## config.mk

```make
export PLATFORM = sky130hd
export DESIGN_NAME = scan_acquirer
export DESIGN_NICKNAME = d
export VERILOG_FILES = /design/src/rtl/scan_acq_pkg.sv /design/src/rtl/scan_pacer.sv /design/src/rtl/scan_capture.sv /design/src/rtl/scan_ctrl.sv /design/src/rtl/scan_acquirer.sv
export SDC_FILE = /design/constraint.sdc
export NUM_CORES = 1
export LEC_CHECK = 0
export BUFFER_PORTS_ARGS = -buffer_cell sky130_fd_sc_hd__buf_2
export CAP_MARGIN = 10
export CORE_MARGIN = 1
export CORE_UTILIZATION = 60
export CTS_CLUSTER_DIAMETER = 100
export DETAILED_ROUTE_END_ITERATION = 12
export PLACE_DENSITY = 0.86
export SETUP_SLACK_MARGIN = 0.15
export SKIP_CTS_REPAIR_TIMING = 1
export SLEW_MARGIN = 25
export SYNTH_ARGS = -nofsm -noshare
export SYNTH_HDL_FRONTEND = slang
export SYNTH_SLANG_ARGS = --single-unit
```

## constraint.sdc

```tcl
create_clock -name clk -period 11.5 [get_ports clk]
set_input_delay 1.725 -clock clk [delete_from_list [all_inputs] [get_ports clk]]
set_output_delay 1.725 -clock clk [all_outputs]
set_load 0.05 [all_outputs]
```

## src/rtl/scan_acq_pkg.sv

```systemverilog
package scan_acq_pkg;

  typedef enum logic [2:0] {
    ST_IDLE,
    ST_WAIT,
    ST_REQ,
    ST_CONV,
    ST_SEND
  } seq_state_t;

  function automatic int idx_width(input int n);
    return (n > 1) ? $clog2(n) : 1;
  endfunction

endpackage

```

## src/rtl/scan_pacer.sv

```systemverilog
module scan_pacer #(
  parameter int CYC_PER_US = 200,
  parameter int PER_W      = 32
) (
  input  logic             clk,
  input  logic             rst_n,
  input  logic             restart,
  input  logic [PER_W-1:0] period_us,
  output logic             expire
);
  localparam int PRE_W = (CYC_PER_US > 1) ? $clog2(CYC_PER_US) : 1;

  logic             us_tick;
  logic [PER_W-1:0] us_q;
  logic [PER_W-1:0] per_eff;

  // microsecond clock-enable, cleared on restart so the delay is exact
  generate
    if (CYC_PER_US > 1) begin : g_prescale
      localparam logic [PRE_W-1:0] PRE_LAST = PRE_W'(CYC_PER_US - 1);
      logic [PRE_W-1:0] pre_q;
      always_ff @(posedge clk) begin
        if (!rst_n || restart)    pre_q <= '0;
        else if (pre_q == PRE_LAST) pre_q <= '0;
        else                        pre_q <= pre_q + 1'b1;
      end
      assign us_tick = (pre_q == PRE_LAST);
    end else begin : g_direct
      assign us_tick = 1'b1;
    end
  endgenerate

  assign per_eff = (period_us == '0) ? PER_W'(1) : period_us;
  assign expire  = us_tick && (us_q == per_eff - 1'b1);

  always_ff @(posedge clk) begin
    if (!rst_n || restart || expire) us_q <= '0;
    else if (us_tick)                us_q <= us_q + 1'b1;
  end
endmodule

```

## src/rtl/scan_capture.sv

```systemverilog
module scan_capture #(
  parameter int NCH = 4,
  parameter int SW  = 16
) (
  input  logic                                      clk,
  input  logic                                      rst_n,
  input  logic                                      load,
  input  logic [NCH*SW-1:0]                         in_data,
  input  logic [scan_acq_pkg::idx_width(NCH)-1:0]   sel,
  output logic [SW-1:0]                             word
);
  logic [SW-1:0] lane_q [NCH];

  generate
    for (genvar c = 0; c < NCH; c++) begin : g_lane
      always_ff @(posedge clk) begin
        if (!rst_n)    lane_q[c] <= '0;
        else if (load) lane_q[c] <= in_data[c*SW +: SW];
      end
    end
  endgenerate

  assign word = lane_q[sel];
endmodule

```

## src/rtl/scan_ctrl.sv

```systemverilog
module scan_ctrl
  import scan_acq_pkg::*;
#(
  parameter int NCH = 4
) (
  input  logic                           clk,
  input  logic                           rst_n,
  input  logic                           enable,
  input  logic                           expire,
  input  logic                           res_valid,
  input  logic                           wr_ready,
  output logic                           restart,
  output logic                           conv_req,
  output logic                           res_ready,
  output logic                           load,
  output logic [idx_width(NCH)-1:0]      sel,
  output logic                           wr_valid,
  output logic                           scan_done
);
  localparam int                  IDX_W = idx_width(NCH);
  localparam logic [IDX_W-1:0]    LAST  = IDX_W'(NCH - 1);

  seq_state_t       state_q, state_d;
  logic [IDX_W-1:0] idx_q;
  logic             late_q;

  assign conv_req  = (state_q == ST_REQ);
  assign res_ready = (state_q == ST_CONV);
  assign wr_valid  = (state_q == ST_SEND);
  assign load      = res_ready && res_valid;
  assign scan_done = wr_valid && wr_ready && (idx_q == LAST);
  assign sel       = idx_q;

  always_comb begin
    state_d = state_q;
    restart = 1'b0;
    unique case (state_q)
      ST_IDLE: if (enable) begin
        restart = 1'b1;
        state_d = ST_WAIT;
      end
      ST_WAIT: begin
        if (!enable)     state_d = ST_IDLE;
        else if (expire) state_d = ST_REQ;
      end
      ST_REQ:  state_d = ST_CONV;
      ST_CONV: if (res_valid) state_d = ST_SEND;
      ST_SEND: if (scan_done) begin
        state_d = enable ? ST_WAIT : ST_IDLE;
        restart = late_q;
      end
      default: state_d = ST_IDLE;
    endcase
  end

  always_ff @(posedge clk) begin
    if (!rst_n) begin
      state_q <= ST_IDLE;
      idx_q   <= '0;
      late_q  <= 1'b0;
    end else begin
      state_q <= state_d;
      if (load)                      idx_q <= '0;
      else if (wr_valid && wr_ready) idx_q <= idx_q + 1'b1;
      if (restart || state_q == ST_IDLE)
        late_q <= 1'b0;
      else if (expire && state_q != ST_WAIT)
        late_q <= 1'b1;
    end
  end
endmodule

```

## src/rtl/scan_acquirer.sv

```systemverilog
module scan_acquirer #(
  parameter int NCH        = 4,
  parameter int SW         = 16,
  parameter int CYC_PER_US = 200,
  parameter int PER_W      = 32,
  parameter int CNT_W      = 32
) (
  input  logic              clk,
  input  logic              rst_n,
  input  logic              enable,
  input  logic [PER_W-1:0]  period_us,
  output logic              conv_req,
  input  logic              res_valid,
  output logic              res_ready,
  input  logic [NCH*SW-1:0] res_data,
  output logic              wr_valid,
  input  logic              wr_ready,
  output logic [SW-1:0]     wr_data,
  output logic              fifo_blocked,
  output logic [CNT_W-1:0]  scan_count
);
  localparam int IDX_W = scan_acq_pkg::idx_width(NCH);

  logic             restart, expire, load, scan_done;
  logic [IDX_W-1:0] sel;

  scan_pacer #(.CYC_PER_US(CYC_PER_US), .PER_W(PER_W)) i_pacer (
    .clk(clk), .rst_n(rst_n), .restart(restart),
    .period_us(period_us), .expire(expire)
  );

  scan_ctrl #(.NCH(NCH)) i_ctrl (
    .clk(clk), .rst_n(rst_n), .enable(enable), .expire(expire),
    .res_valid(res_valid), .wr_ready(wr_ready), .restart(restart),
    .conv_req(conv_req), .res_ready(res_ready), .load(load),
    .sel(sel), .wr_valid(wr_valid), .scan_done(scan_done)
  );

  scan_capture #(.NCH(NCH), .SW(SW)) i_capture (
    .clk(clk), .rst_n(rst_n), .load(load), .in_data(res_data),
    .sel(sel), .word(wr_data)
  );

  always_ff @(posedge clk) begin
    if (!rst_n) begin
      scan_count   <= '0;
      fifo_blocked <= 1'b0;
    end else begin
      if (scan_done) scan_count <= scan_count + 1'b1;
      fifo_blocked <= wr_valid && !wr_ready;
    end
  end
endmodule

```

=== Yosys cells after proc, flatten, opt, wreduce, memory -nomap -nowiden ===
Memories as Yosys holds them, arrays and structs flattened. A register that Yosys moved wholly into a read port is not among the register bits.
Cells that the tools add are included.

* Register bits after elaboration: 79
* Memory bits (writable): 64
* Input port bits: 101
* Output and inout bits: 52
* Word-level logic and storage cells: 68
* Memories kept: 1

* $add $sub $neg: 5
* Equality and inequality tests: 12
* Mux-type cells: 21
* Bitwise logic cells: 5
* Reductions and logical operators: 17

{| class="wikitable"
|+ Memories
! memory !! depth !! bits a word !! rd ports !! clocked after memory_dff !! wr ports !! line !! source
|-
| i_capture.lane_q || 4 || 16 || 1 || 1 || 4 || scan_capture.sv:12 || <nowiki>logic [SW-1:0] lane_q [NCH];</nowiki>
|}

{| class="wikitable"
|+ Operators with widths
! cell !! number
|-
| $add A32 B1 Y32 const B || 2
|-
| $mux W16 || 4
|-
| $eq A32 B32 Y1 || 1
|-
| $logic_not A32 Y1 || 1
|-
| $mux W32 || 1
|-
| $sub A32 B1 Y32 const B || 1
|-
| $mux W3 || 5
|-
| $pmux W3 S5 || 1
|-
| $add A8 B1 Y8 const B || 1
|-
| $eq A8 B8 Y1 const B || 1
|-
| $mux W1 || 7
|-
| $eq A3 B2 Y1 const B || 2
|-
| $logic_and A1 B1 Y1 || 6
|-
| $reduce_or A2 Y1 || 3
|-
| $mux W2 || 2
|-
| $ne A2 B2 Y1 const B || 2
|-
| $or A1 B1 Y1 || 4
|-
| $reduce_and A4 Y1 || 1
|-
| $eq A3 B1 Y1 const B || 1
|-
| $eq A3 B3 Y1 const B || 1
|-
| $logic_not A3 Y1 || 1
|-
| $logic_or A1 B1 Y1 || 3
|-
| $ne A3 B1 Y1 const B || 1
|-
| $ne A3 B2 Y1 const B || 1
|-
| other kinds (6) || 7
|}

=== Logic depth before layout (Yosys ltp) ===
Gate-level depths: netlist of the first run.

* Depth in word-level cells: 8
* Mapped depth: 16
* Depth with buffers taken out: 12

=== Modules after synthesis ===
A second synthesis of the first run with hierarchy kept.

* Cell total of the unflattened synthesis: 773
* Area, all modules: 7968.9 sq um

{| class="wikitable"
|+ Modules (own cells, without submodules)
! module !! times used !! cells each !! area an instance (sq um) !! seq. area each (sq um)
|-
| scan_pacer || 1 || 384 || 3180.6 || 800.8
|-
| scan_capture || 1 || 163 || 2805.2 || 1921.8
|-
| scan_acquirer || 1 || 180 || 1602.8 || 660.6
|-
| scan_ctrl || 1 || 46 || 380.4 || 120.1
|}

=== Worst setup path after synthesis of the first run ===
Ideal clock, no wire load.

* Path type: in2reg
* From: input port period_us[9]
* To: register i_pacer.us_q[0]
* Setup time: 0.115 ns
* Arrival time: 5.029 ns
* Data required time: 11.385 ns
* Path slack: 6.356 ns
* Cell stages on the path: 15
* Buffers on the path: 3
* Cells stage by stage: buf_2 nor4_1 and4_1 a31oi_1 ha_1 or4b_2 clkbuf_1 nor3_1 nand2_1 mux2_2 a211oi_1 nand4_2 o21bai_4 buf_8 nor2_2

* Longest elaborated chain between the ends: 6

{| class="wikitable"
|+ Ends and longest elaborated chain
! what !! line !! source
|-
| start: declaration || scan_acquirer.sv:11 || <nowiki>input logic [PER_W-1:0] period_us,</nowiki>
|-
| $logic_not A32 Y1 || scan_pacer.sv:33 || <nowiki>assign per_eff = (period_us == '0) ? PER_W'(1) : period_us;</nowiki>
|-
| $mux W32 (*) || scan_pacer.sv:33 ||
|-
| $sub A32 B1 Y32 (*) || scan_pacer.sv:34 || <nowiki>assign expire = us_tick && (us_q == per_eff - 1'b1);</nowiki>
|-
| $eq A32 B32 Y1 (*) || scan_pacer.sv:34 ||
|-
| $logic_and A1 B1 Y1 (*) || scan_pacer.sv:34 ||
|-
| $logic_or A1 B1 Y1 (*) || scan_pacer.sv:37 || <nowiki>if (!rst_n || restart || expire) us_q <= '0;</nowiki>
|-
| end signal: assignment || scan_pacer.sv:38 || <nowiki>else if (us_tick) us_q <= us_q + 1'b1;</nowiki>
|-
| end: declaration || scan_pacer.sv:14 || <nowiki>logic [PER_W-1:0] us_q;</nowiki>
|}

Every way passes the cells marked *; elsewhere a longest branch is shown, timed or not.
A chain may end at the register's enable or synchronous reset.

=== Worst setup path after layout of the first run ===
* From: input port period_us[25]
* To: register i_pacer.us_q[22]

The elaborated chain is that of the path after synthesis.

==> results of run 1 <==
## flip-flops by register name (all words and copies together), names as in the netlist, named ones only
signal                    cells
i_capture.lane_q             64
i_pacer.g_prescale.pre_q      8
scan_count                   32
fifo_blocked                  1
i_ctrl.state_q                3
i_ctrl.sel                    2
i_pacer.us_q                 32
i_ctrl.late_q                 1
## cells by family after synthesis
family	Yosys count
AO/OA/AOI/OAI	79
XOR/XNOR	97
adder cells (fa/ha/maj)	5
flip-flops	145
AND/OR/NAND/NOR	360
buffers and inverters	47
multiplexers	19
## routing by layer
layer,vias up,GRT usage
li1,2966,-
met1,2853,0.351
met2,232,0.469
met5,-,0
met3,37,0.0752
met4,0,0.108
## through the flow
stage	power, uW	instance area [um2]	std cells	setup WS, ps
6_report	1210	9030	1076	6020
5_1_grt	1240	9030	1076	5740
4_1_cts	1210	9030	1076	6090
3_5_place_dp	630	8400	1044	5670
3_3_place_gp	628	8390	1044	5790
2_1_floorplan	599	7540	752	6360
## synth_stat cells (2+ instances only)
cell type	instances
a31oi_1	2
or3_1	11
buf_2	2
nor3_1	15
nand2_1	46
o311ai_0	4
nor4b_1	3
ha_1	5
mux4_2	16
clkbuf_1	25
a21oi_1	21
nand3_1	30
xor2_1	51
dfxtp_1	81
nor4_1	12
or4_1	4
edfxtp_1	64
nor3b_1	4
o21a_1	5
nor2_1	90
a31o_2	2
inv_1	14
buf_6	3
and4_1	10
o211ai_1	6
o21ai_0	15
or2_2	3
nor2b_1	6
a21o_1	2
and3_1	21
mux2i_1	2
nor2_2	10
a211oi_1	2
and2_1	65
nand4_1	16
nand2b_1	3
xnor2_1	46
o31ai_1	5
## path summary, 6_finish.rpt
kind,to,slack (ps),depth (start not counted)
setup / recovery,i_pacer.us_q[22],6020,13
hold / removal,i_pacer.g_prescale.pre_q[0],480,1
setup reg to reg,i_pacer.us_q[22],8060,8
hold reg to reg,i_pacer.g_prescale.pre_q[0],480,1
## power breakdown
part | total [uW] | switching (uW) | leakage (uW) | internal, uW
Sequential | 549 | 3.73 | 0.00131 | 545
Combinational | 72.0 | 44.3 | 0.00191 | 27.6
Clock | 584 | 218 | 0.000301 | 366
## area by class of cell
| cell class | count | share of cell area |
|---|---|---|
| inverters | 15 | 0.00624 |
| well taps | 168 | 0.0233 |
| repair buffers | 156 | 0.0876 |
| clock buffers | 18 | 0.0475 |
| flip-flops and latches | 145 | 0.393 |
| multi-input cells | 560 | 0.420 |
| clock inverters | 14 | 0.0225 |
==> out/metrics.yaml, run 1 <==
status: "finished, final reports clean"
cp_slowest_stage_delay_ps: 780
area_growth_pct: 19.7
drt-met1-wl_mm: 7.30
clk_latency_ps: 430
synth_edf_count: 64
globalRouteOverflowTotal: 0
fin_util: 0.745
io_pins: 153
coreArea_um2: 12100
synthAdderAreaFrac: 0.00829
syn_area_um2: 7540
worstMarginPinSlew_ps: 1010
synth.yosys.seq_area_share: 0.470
fillers: 892
cts_tree: "yes"
met3_length_mm: 1.32
max_freq_mhz: 183
mostFrequentLayoutCells: "buf_2 (152), nor2_1 (89), dfxtp_1 (80), and2_1 (65), edfxtp_1 (64)"
synth_area_leader_cell: "edfxtp_1"
place.gp.congestion: 0.938
drcViolationCount: 0
drv_cap: 0
worstPathArrival_ps: 5750
path_cells: "buf_2 -> nor4_1 -> and3_1 -> a31oi_1 -> ha_1 -> xnor2_1 -> a221oi_1 -> o2111a_1 -> o211ai_1 -> nor4b_1 -> o2111ai_1 -> o21bai_4 -> nor2_1"
critPathLaunchType: "input pin"
ys_ff_latch: 145
hold_viol: 0
via_per_inst: 5.66
postSynthAreaPerCell_um2: 10.0
path_delay_family: "compound AO/OA/AOI/OAI gates"
crit_buf_inv: 1
multi_input_area_um2: 3790
period_share: 0.476
antenna_found_initial: 0
grt_pass1_wl_mm: 28.1
grt_pass1_vias: 5740
cts_buffer_depth: 2
yosysUniqueCellTypes: 68
ys_top_cells_by_area: "edfxtp_1 (25%), dfxtp_1 (21%), xor2_1 (5.9%)"
yosys.area_share.simple: 0.258
cts.sinks: 145
dieWidth_um: 114
drv_slew: 0
synthXorXnorAreaFrac: 0.113
fin_worst_skew_ps: 17.8
die_height_um: 114
crit_required_ps: 11770
finalNetCount: 1001
cp-end-kind: "register"
wirelength_mm: 17.8
regArea_um2: 3540
r2r_start: "i_pacer.g_prescale.pre_q[2]"
synth_ff_type: "dfxtp_1"
cts.htree.levels: 4
drive_above_1_share: 0.252
yosys_warnings: 0
yosysTopAreaCellShare: 0.255
numPortBuffers: 152
cts_buffers: 17
die_area_um2: 13000
muxShareOfSynthArea: 0.0519
diodes: 0
num_rows: 40
ant_nets: 0
synth_compound_area_frac: 0.0718
startpoint: "period_us[25]"
synth_fp_nets: 858
worstSetupPathType: "in2reg"
period_needed_ps: 5480
grt_max_degree: 68
worst-path-max-fanout: 32
dr.pass1.iters: 6
synthArstFlopShare: 0
ir_drop_v: 0.000114
grtUsageTotal: 0.282
hold_ws_ps: 480
hpwl_mm: 12.6
via_count: 6088
rsz0062_at_grt: "false"
min_path_type: "reg2reg"
setup_viol: 0
relSlewSlack: 0.319
cp_slowest_cell: "o21bai_4"
dr_wl_met2_mm: 8.76
layout_commonest_cell: "buf_2"
initial_core_util: 0.623
hold_start: "i_pacer.g_prescale.pre_q[0]"
powerDensity_nw_per_um2: 134
synth_top_family_by_area: "simple AND/OR/NAND/NOR gates"
leakagePower_uw: 0.00353
drt-wirelength-per-cell_um: 16.6
finalSetupTns_ps: 0
cts.clk_slew.worst_paths_ps: 60
top_layer: "met4"
drtIter0Drc: 536
netlist_instances: 752
cts-root-buf: "clkbuf_16"
Power figures use the tool's default switching activity.
==> run 2, diff against run 1 <==
--- a/config.mk
+++ b/config.mk
@@ -5,13 +5,14 @@
 export SDC_FILE = /design/constraint.sdc
 export NUM_CORES = 1
 export LEC_CHECK = 0
+export ABC_AREA = 1
 export BUFFER_PORTS_ARGS = -buffer_cell sky130_fd_sc_hd__buf_2
 export CAP_MARGIN = 10
 export CORE_MARGIN = 1
-export CORE_UTILIZATION = 60
+export CORE_UTILIZATION = 56
 export CTS_CLUSTER_DIAMETER = 100
 export DETAILED_ROUTE_END_ITERATION = 12
-export PLACE_DENSITY = 0.86
+export PLACE_DENSITY = 0.8
 export SETUP_SLACK_MARGIN = 0.15
 export SKIP_CTS_REPAIR_TIMING = 1
 export SLEW_MARGIN = 25
==> constraint.sdc (replaced) <==
create_clock -name clk -period 5.2 [get_ports clk]
set_input_delay 0.78 -clock clk [delete_from_list [all_inputs] [get_ports clk]]
set_output_delay 0.78 -clock clk [all_outputs]
set_load 0.05 [all_outputs]
==> run 2 against run 1 <==
Cell area up 7.7%. Register-to-register slack worse by 5600 ps. Synthesized cell count up 45%. Hold slack worse by 18 ps. Synthesized area up 8.6%. Sequential power up 130%. Count of clock-buffer cells in the layout up 7. Critical path type unchanged. Highest routed layer unchanged.
==> out/metrics.yaml, run 2 <==
holdPathStages: 2
hpwl_mm: 14.2
worstSetupPathType: "in2reg"
hold_viol: 0
cts.sinks: 145
top_register: "i_capture.lane_q"
dr.pass1.iters: 4
cts_buffer_depth: 2
fin_area_um2: 9720
crit_required_ps: 5470
period_share: 0.788
dieWidth_um: 123
yosys_warnings: 0
status: "finished, final reports clean"
powerDensity_nw_per_um2: 290
rsz0062_at_grt: "false"
comb_power_share: 0.105
largestRegisters: "i_capture.lane_q (64), i_pacer.us_q (32), scan_count (32)"
clk_latency_ps: 420
swShare: 0.241
layout_commonest_cell: "nor2_1"
initial_core_util: 0.581
grt_max_degree: 65
ant_nets: 0
leakagePower_uw: 0.00433
cts_buffers: 17
io_pins: 153
drcViolationCount: 0
syn_area_um2: 8190
r2r-end: "i_pacer.us_q[19]"
p_switching_uw: 682
wirelength_mm: 19.3
max_freq_mhz: 244
coreArea_um2: 14100
synth_ff_type: "dfxtp_1"
grt_pass1_wl_mm: 30.5
synth_area_leader_cell: "edfxtp_1"
fin_worst_skew_ps: 9.08
r2r_start: "i_pacer.g_prescale.pre_q[0]"
globalRouteOverflowTotal: 0
drv_cap: 0
ys_ff_latch: 145
finalSetupTns_ps: 0
cts.clk_slew.worst_paths_ps: 60
worstMarginPinSlew_ps: 966
drt-wirelength-per-cell_um: 13.4
finalNetCount: 1350
period_needed_ps: 4100
r2r_cells: 14
drtIter0Drc: 469
min_to: "i_ctrl.late_q"
relSlewSlack: 0.355
grt_pass1_vias: 6772
fillers: 1161
synthArstFlopShare: 0
hold_start: "i_ctrl.late_q"
die_height_um: 123
num_rows: 43
diodes: 0
die_area_um2: 15100
hold_ws_ps: 462
via_per_inst: 5.14
setup_viol: 0
place.gp.congestion: 0.898
yosysTopAreaCellShare: 0.235
ir_drop_v: 0.000228
yosys-top-cells-count: "nor2_1 (236), nand2_1 (181), inv_1 (172), dfxtp_1 (81), edfxtp_1 (64)"
clockPowerShare: 0.452
worst-path-max-fanout: 32
drv_slew: 0
seqPwrFrac: 0.444
antenna_found_initial: 1
mostFrequentLayoutCells: "nor2_1 (236), nand2_1 (180), inv_1 (172), buf_2 (152), dfxtp_1 (80)"
numPortBuffers: 152
drive_above_1_share: 0.191
intPower_uw: 2140
netlist_instances: 1094
critPathLaunchType: "input pin"
fin_util: 0.690
synth.yosys.seq_area_share: 0.433
min_path_type: "reg2reg"
cp-end-kind: "register"
yosysUniqueCellTypes: 46
cts-root-buf: "clkbuf_16"
yosysMostFrequentCell: "nor2_1"
worstPathArrival_ps: 4370
cts_tree: "yes"
r2r_slack_ps: 2460
via_count: 7387
synth_fp_nets: 1200
synth_edf_count: 64
postSynthAreaPerCell_um2: 7.49
placed_area_um2: 9090
area_growth_pct: 18.7
grtUsageTotal: 0.260
cts.htree.levels: 4
ys_top_cells_by_area: "edfxtp_1 (23%), dfxtp_1 (20%), nor2_1 (11%)"
largest_reg_flops: 64
## run 2: cell types whose count changed after synthesis, sizes merged, moves of 28 or more
cell,change
xnor2,-28
nor2,+152
inv,+162
o21ai,+28
and2,-63
nand2,+140
## run 2: worst max path at each step
| stage | startpoint | end | slack (ps) |
|---|---|---|---|
| CTS | period_us[5] | i_pacer.us_q[10] | 1190 |
| global route | period_us[6] | i_pacer.us_q[8] | 790 |
| floorplan | i_ctrl.state_q[0] | i_capture.lane_q[0][0] | 1780 |
| finish | period_us[5] | i_pacer.us_q[19] | 1100 |
| detailed placement | period_us[5] | i_pacer.us_q[28] | 790 |
| global placement | period_us[11] | i_pacer.us_q[8] | 940 |
## run 2: area by class of cell
type / count / area (um2) / area share
timing repair buffer: 154 / 776 / 0.0798
sequential: 145 / 3540 / 0.365
multi-input combinational: 750 / 3880 / 0.400
clock inverter: 7 / 92.6 / 0.00952
clock buffer: 25 / 541 / 0.0556
inverter: 176 / 661 / 0.0679
tap: 180 / 225 / 0.0232
## run 2: power groups by stage
stage | logic, uW | registers (uW) | clock network (uW)
floorplan | 199 | 1270 | 0
global placement | 289 | 1270 | 0
detailed placement | 293 | 1280 | 0
CTS | 295 | 1250 | 1290
global route | 328 | 1260 | 1340
finish | 295 | 1250 | 1280
## run 2: cells by family after synthesis
group                      count (synthesis)  synth area share
xor gates and xnor gates                  65            0.0712
AOI/OAI and AO/OA                        100            0.0666
adders and majority gates                  5           0.00764
DFF                                      145             0.433
and+or+nand+nor                          580             0.328
buffers and inverters                    199            0.0939
## run 2: stage by stage
stage          worst slack, ps  power [uW]  instances
2_1_floorplan             1780        1470       1094
3_3_place_gp               945        1560       1405
3_5_place_dp               786        1570       1405
4_1_cts                   1190        2840       1437
5_1_grt                    787        2920       1437
6_report                  1100        2820       1437
## run 2: metal layers
metal  part of all wire  wire (um)  GRT usage
met5                  0          0          0
met4              0.021        408      0.101
met3              0.065       1250     0.0632
met2               0.49       9360      0.441
met1               0.43       8280      0.317
## run 2: worst max-delay path, cell delays in order
cell and delay, ps:
buf_2 140, nor2_1 60, nand2_1 100, nor2_1 70
nand2_1 70, nor2_1 50, nor2_1 630, ha_1 330
nand2_1 150, nor2_2 230, nand2_1 150, nor2_1 170
xor2_1 200, or2_2 140, nand2_1 40, inv_1 40
nand4_1 120, nor2_2 160, nand2_2 70, nand2_2 510
nor2_1 120
==> run 3, diff against run 2 <==
--- a/config.mk
+++ b/config.mk
@@ -9,10 +9,10 @@
 export BUFFER_PORTS_ARGS = -buffer_cell sky130_fd_sc_hd__buf_2
 export CAP_MARGIN = 10
 export CORE_MARGIN = 1
-export CORE_UTILIZATION = 56
+export CORE_UTILIZATION = 51
 export CTS_CLUSTER_DIAMETER = 100
 export DETAILED_ROUTE_END_ITERATION = 12
-export PLACE_DENSITY = 0.8
+export PLACE_DENSITY = 0.77
 export SETUP_SLACK_MARGIN = 0.15
 export SKIP_CTS_REPAIR_TIMING = 1
 export SLEW_MARGIN = 25
==> constraint.sdc (replaced) <==
create_clock -name clk -period 3.59 [get_ports clk]
set_input_delay 0.5385 -clock clk [delete_from_list [all_inputs] [get_ports clk]]
set_output_delay 0.5385 -clock clk [all_outputs]
set_load 0.05 [all_outputs]
==> run 3 against run 2 <==
Wire length decreased by 0.74%. Non-clock buffer count grew 9. Power is 44% higher. First-iteration DRC count is 15% higher. Worst setup slack got worse by 550 ps. Critical path depth unchanged. Count of clock-buffer cells in the layout is 8 lower. Clock power is 41% higher. Final cell count is 2.8% higher. Sequential share of layout area down 0.41 points. Global-route usage decreased by 2.3 points. Critical endpoint is now i_pacer.us_q[6]. Largest power group is now registers. Highest routed layer unchanged.
==> out/metrics.yaml, run 3 (synthesis results as in run 2) <==
r2r_slack_ps: 1110
crit_path_frequent_cell: "nor2_1"
max_freq_mhz: 329
cts-root-buf: "clkbuf_16"
largestRegisters: "i_capture.lane_q (64), i_pacer.us_q (32), scan_count (32)"
die_height_um: 129
drive_above_1_share: 0.197
worstSetupPathType: "in2reg"
crit_required_ps: 3890
fin_util: 0.637
cts.htree.levels: 4
via_count: 7396
drv_slew: 0
area_growth_pct: 20.0
cts_buffer_depth: 2
finalNetCount: 1359
die_area_um2: 16600
intPower_uw: 3030
final_cells: 1477
place.gp.congestion: 0.950
drt-wirelength-per-cell_um: 13.0
largest_reg_flops: 64
swShare: 0.253
finalSetupTns_ps: 0
path_cells: "buf_2 -> nor2_2 -> nand3_1 -> nor2_1 -> nand2_1 -> nor2_1 -> nor2_1 -> ha_1 -> nand2_2 -> nor2_2 -> and2_1 -> nand2_1 -> xor2_1 -> o21ai_0 -> a21oi_1 -> nand4_1 -> nor2_2 -> nand2_2 -> nand2_2 -> buf_4 -> nor2_1"
dieWidth_um: 129
grt_pass1_vias: 6813
comb_power_share: 0.110
drcViolationCount: 0
worstPathArrival_ps: 3340
worstMarginPinSlew_ps: 944
fin_worst_skew_ps: 11.6
cp_slowest_cell: "ha_1"
period_needed_ps: 3040
layout_commonest_cell: "nor2_1"
hold_viol: 0
numPortBuffers: 152
min_path_type: "in2reg"
pre_cts_slack_ps: 113
cts.sinks: 145
wirelength_mm: 19.2
status: "finished, final reports clean"
antenna_found_initial: 0
io_pins: 153
initial_core_util: 0.531
grt_max_degree: 68
drv_cap: 0
dr.pass1.iters: 5
fillers: 1401
period_share: 0.847
critPathLaunchType: "input pin"
clk_latency_ps: 410
grt_pass1_wl_mm: 31.0
drtIter0Drc: 539
cts.clk_slew.worst_paths_ps: 60
cts_tree: "yes"
worst-path-max-fanout: 7
cp_slowest_stage_delay_ps: 230
relSlewSlack: 0.370
p_switching_uw: 1030
leakagePower_uw: 0.00437
coreArea_um2: 15400
setup_viol: 0
hold_ws_ps: 335
ant_nets: 0
mostFrequentLayoutCells: "nor2_1 (236), nand2_1 (179), inv_1 (172), buf_2 (152), dfxtp_1 (81)"
cts_buffers: 17
dp_cells: 1445
globalRouteOverflowTotal: 0
setup_ws_ps: 551
via_per_inst: 5.01
ir_drop_v: 0.000308
cp-end-kind: "register"
top_register: "i_capture.lane_q"
hpwl_mm: 14.2
powerDensity_nw_per_um2: 413
clockPowerShare: 0.445
diodes: 0
rsz0062_at_grt: "false"
seqPwrFrac: 0.446
num_rows: 45
grtUsageTotal: 0.237
run 3: cell types whose count changed in the layout (fill, tap and decap cells not counted), sizes merged:
| cell | previous run | this run |
|---|---|---|
| buf | 154 | 163 |
| clkbuf | 25 | 17 |
| clkinv | 2 | 7 |
| inv | 176 | 180 |
| clkinvlp | 3 | 1 |
| bufinv | 2 | 3 |
run 3: final cells by class:
cell class                 instances  area (um2)  area share
tap                              211         264      0.0269
clock buffer                      17         425      0.0433
clock inverter                    15         181      0.0185
timing repair buffer             163         868      0.0883
sequential                       145        3540       0.360
inverter                         176         661      0.0672
multi-input combinational        750        3890       0.395
run 3: path summary, 6_finish.rpt:
check,from,endpoint,cells after the start
max reg2reg,i_pacer.g_prescale.pre_q[0],i_pacer.us_q[14],14
min,wr_ready,fifo_blocked,2
max,period_us[25],i_pacer.us_q[6],21
min reg2reg,i_pacer.g_prescale.pre_q[0],i_pacer.g_prescale.pre_q[0],1
run 3: worst max-delay path, delay by kind of cell:
kind,cells,cell delay [ps]
compound gates,2,250
xor+xnor,1,180
fa+ha+maj,1,230
buf+inv,2,300
simple gates,15,1840
run 3: per-layer routing:
layer / vias up / share of wire / global-route usage
li1: 3801 / - / -
met1: 3388 / 0.45 / 0.303
met2: 181 / 0.48 / 0.399
met3: 26 / 0.050 / 0.0449
met4: 0 / 0.018 / 0.0886
met5: - / 0 / 0
run 3: power by group through the flow:
stage	Sequential, uW	Clock [uW]	Combinational (uW)
2_1_floorplan	1840	0	288
3_3_place_gp	1840	0	438
3_5_place_dp	1840	0	443
4_1_cts	1810	1830	445
5_1_grt	1810	1880	493
6_report	1810	1800	445
run 3: through the flow:
step	instance area, um2	power, uW
after floorplan	8190	2130
after global placement	9220	2280
after detailed placement	9220	2290
after CTS	9830	4080
after global routing	9830	4190
final	9830	4060
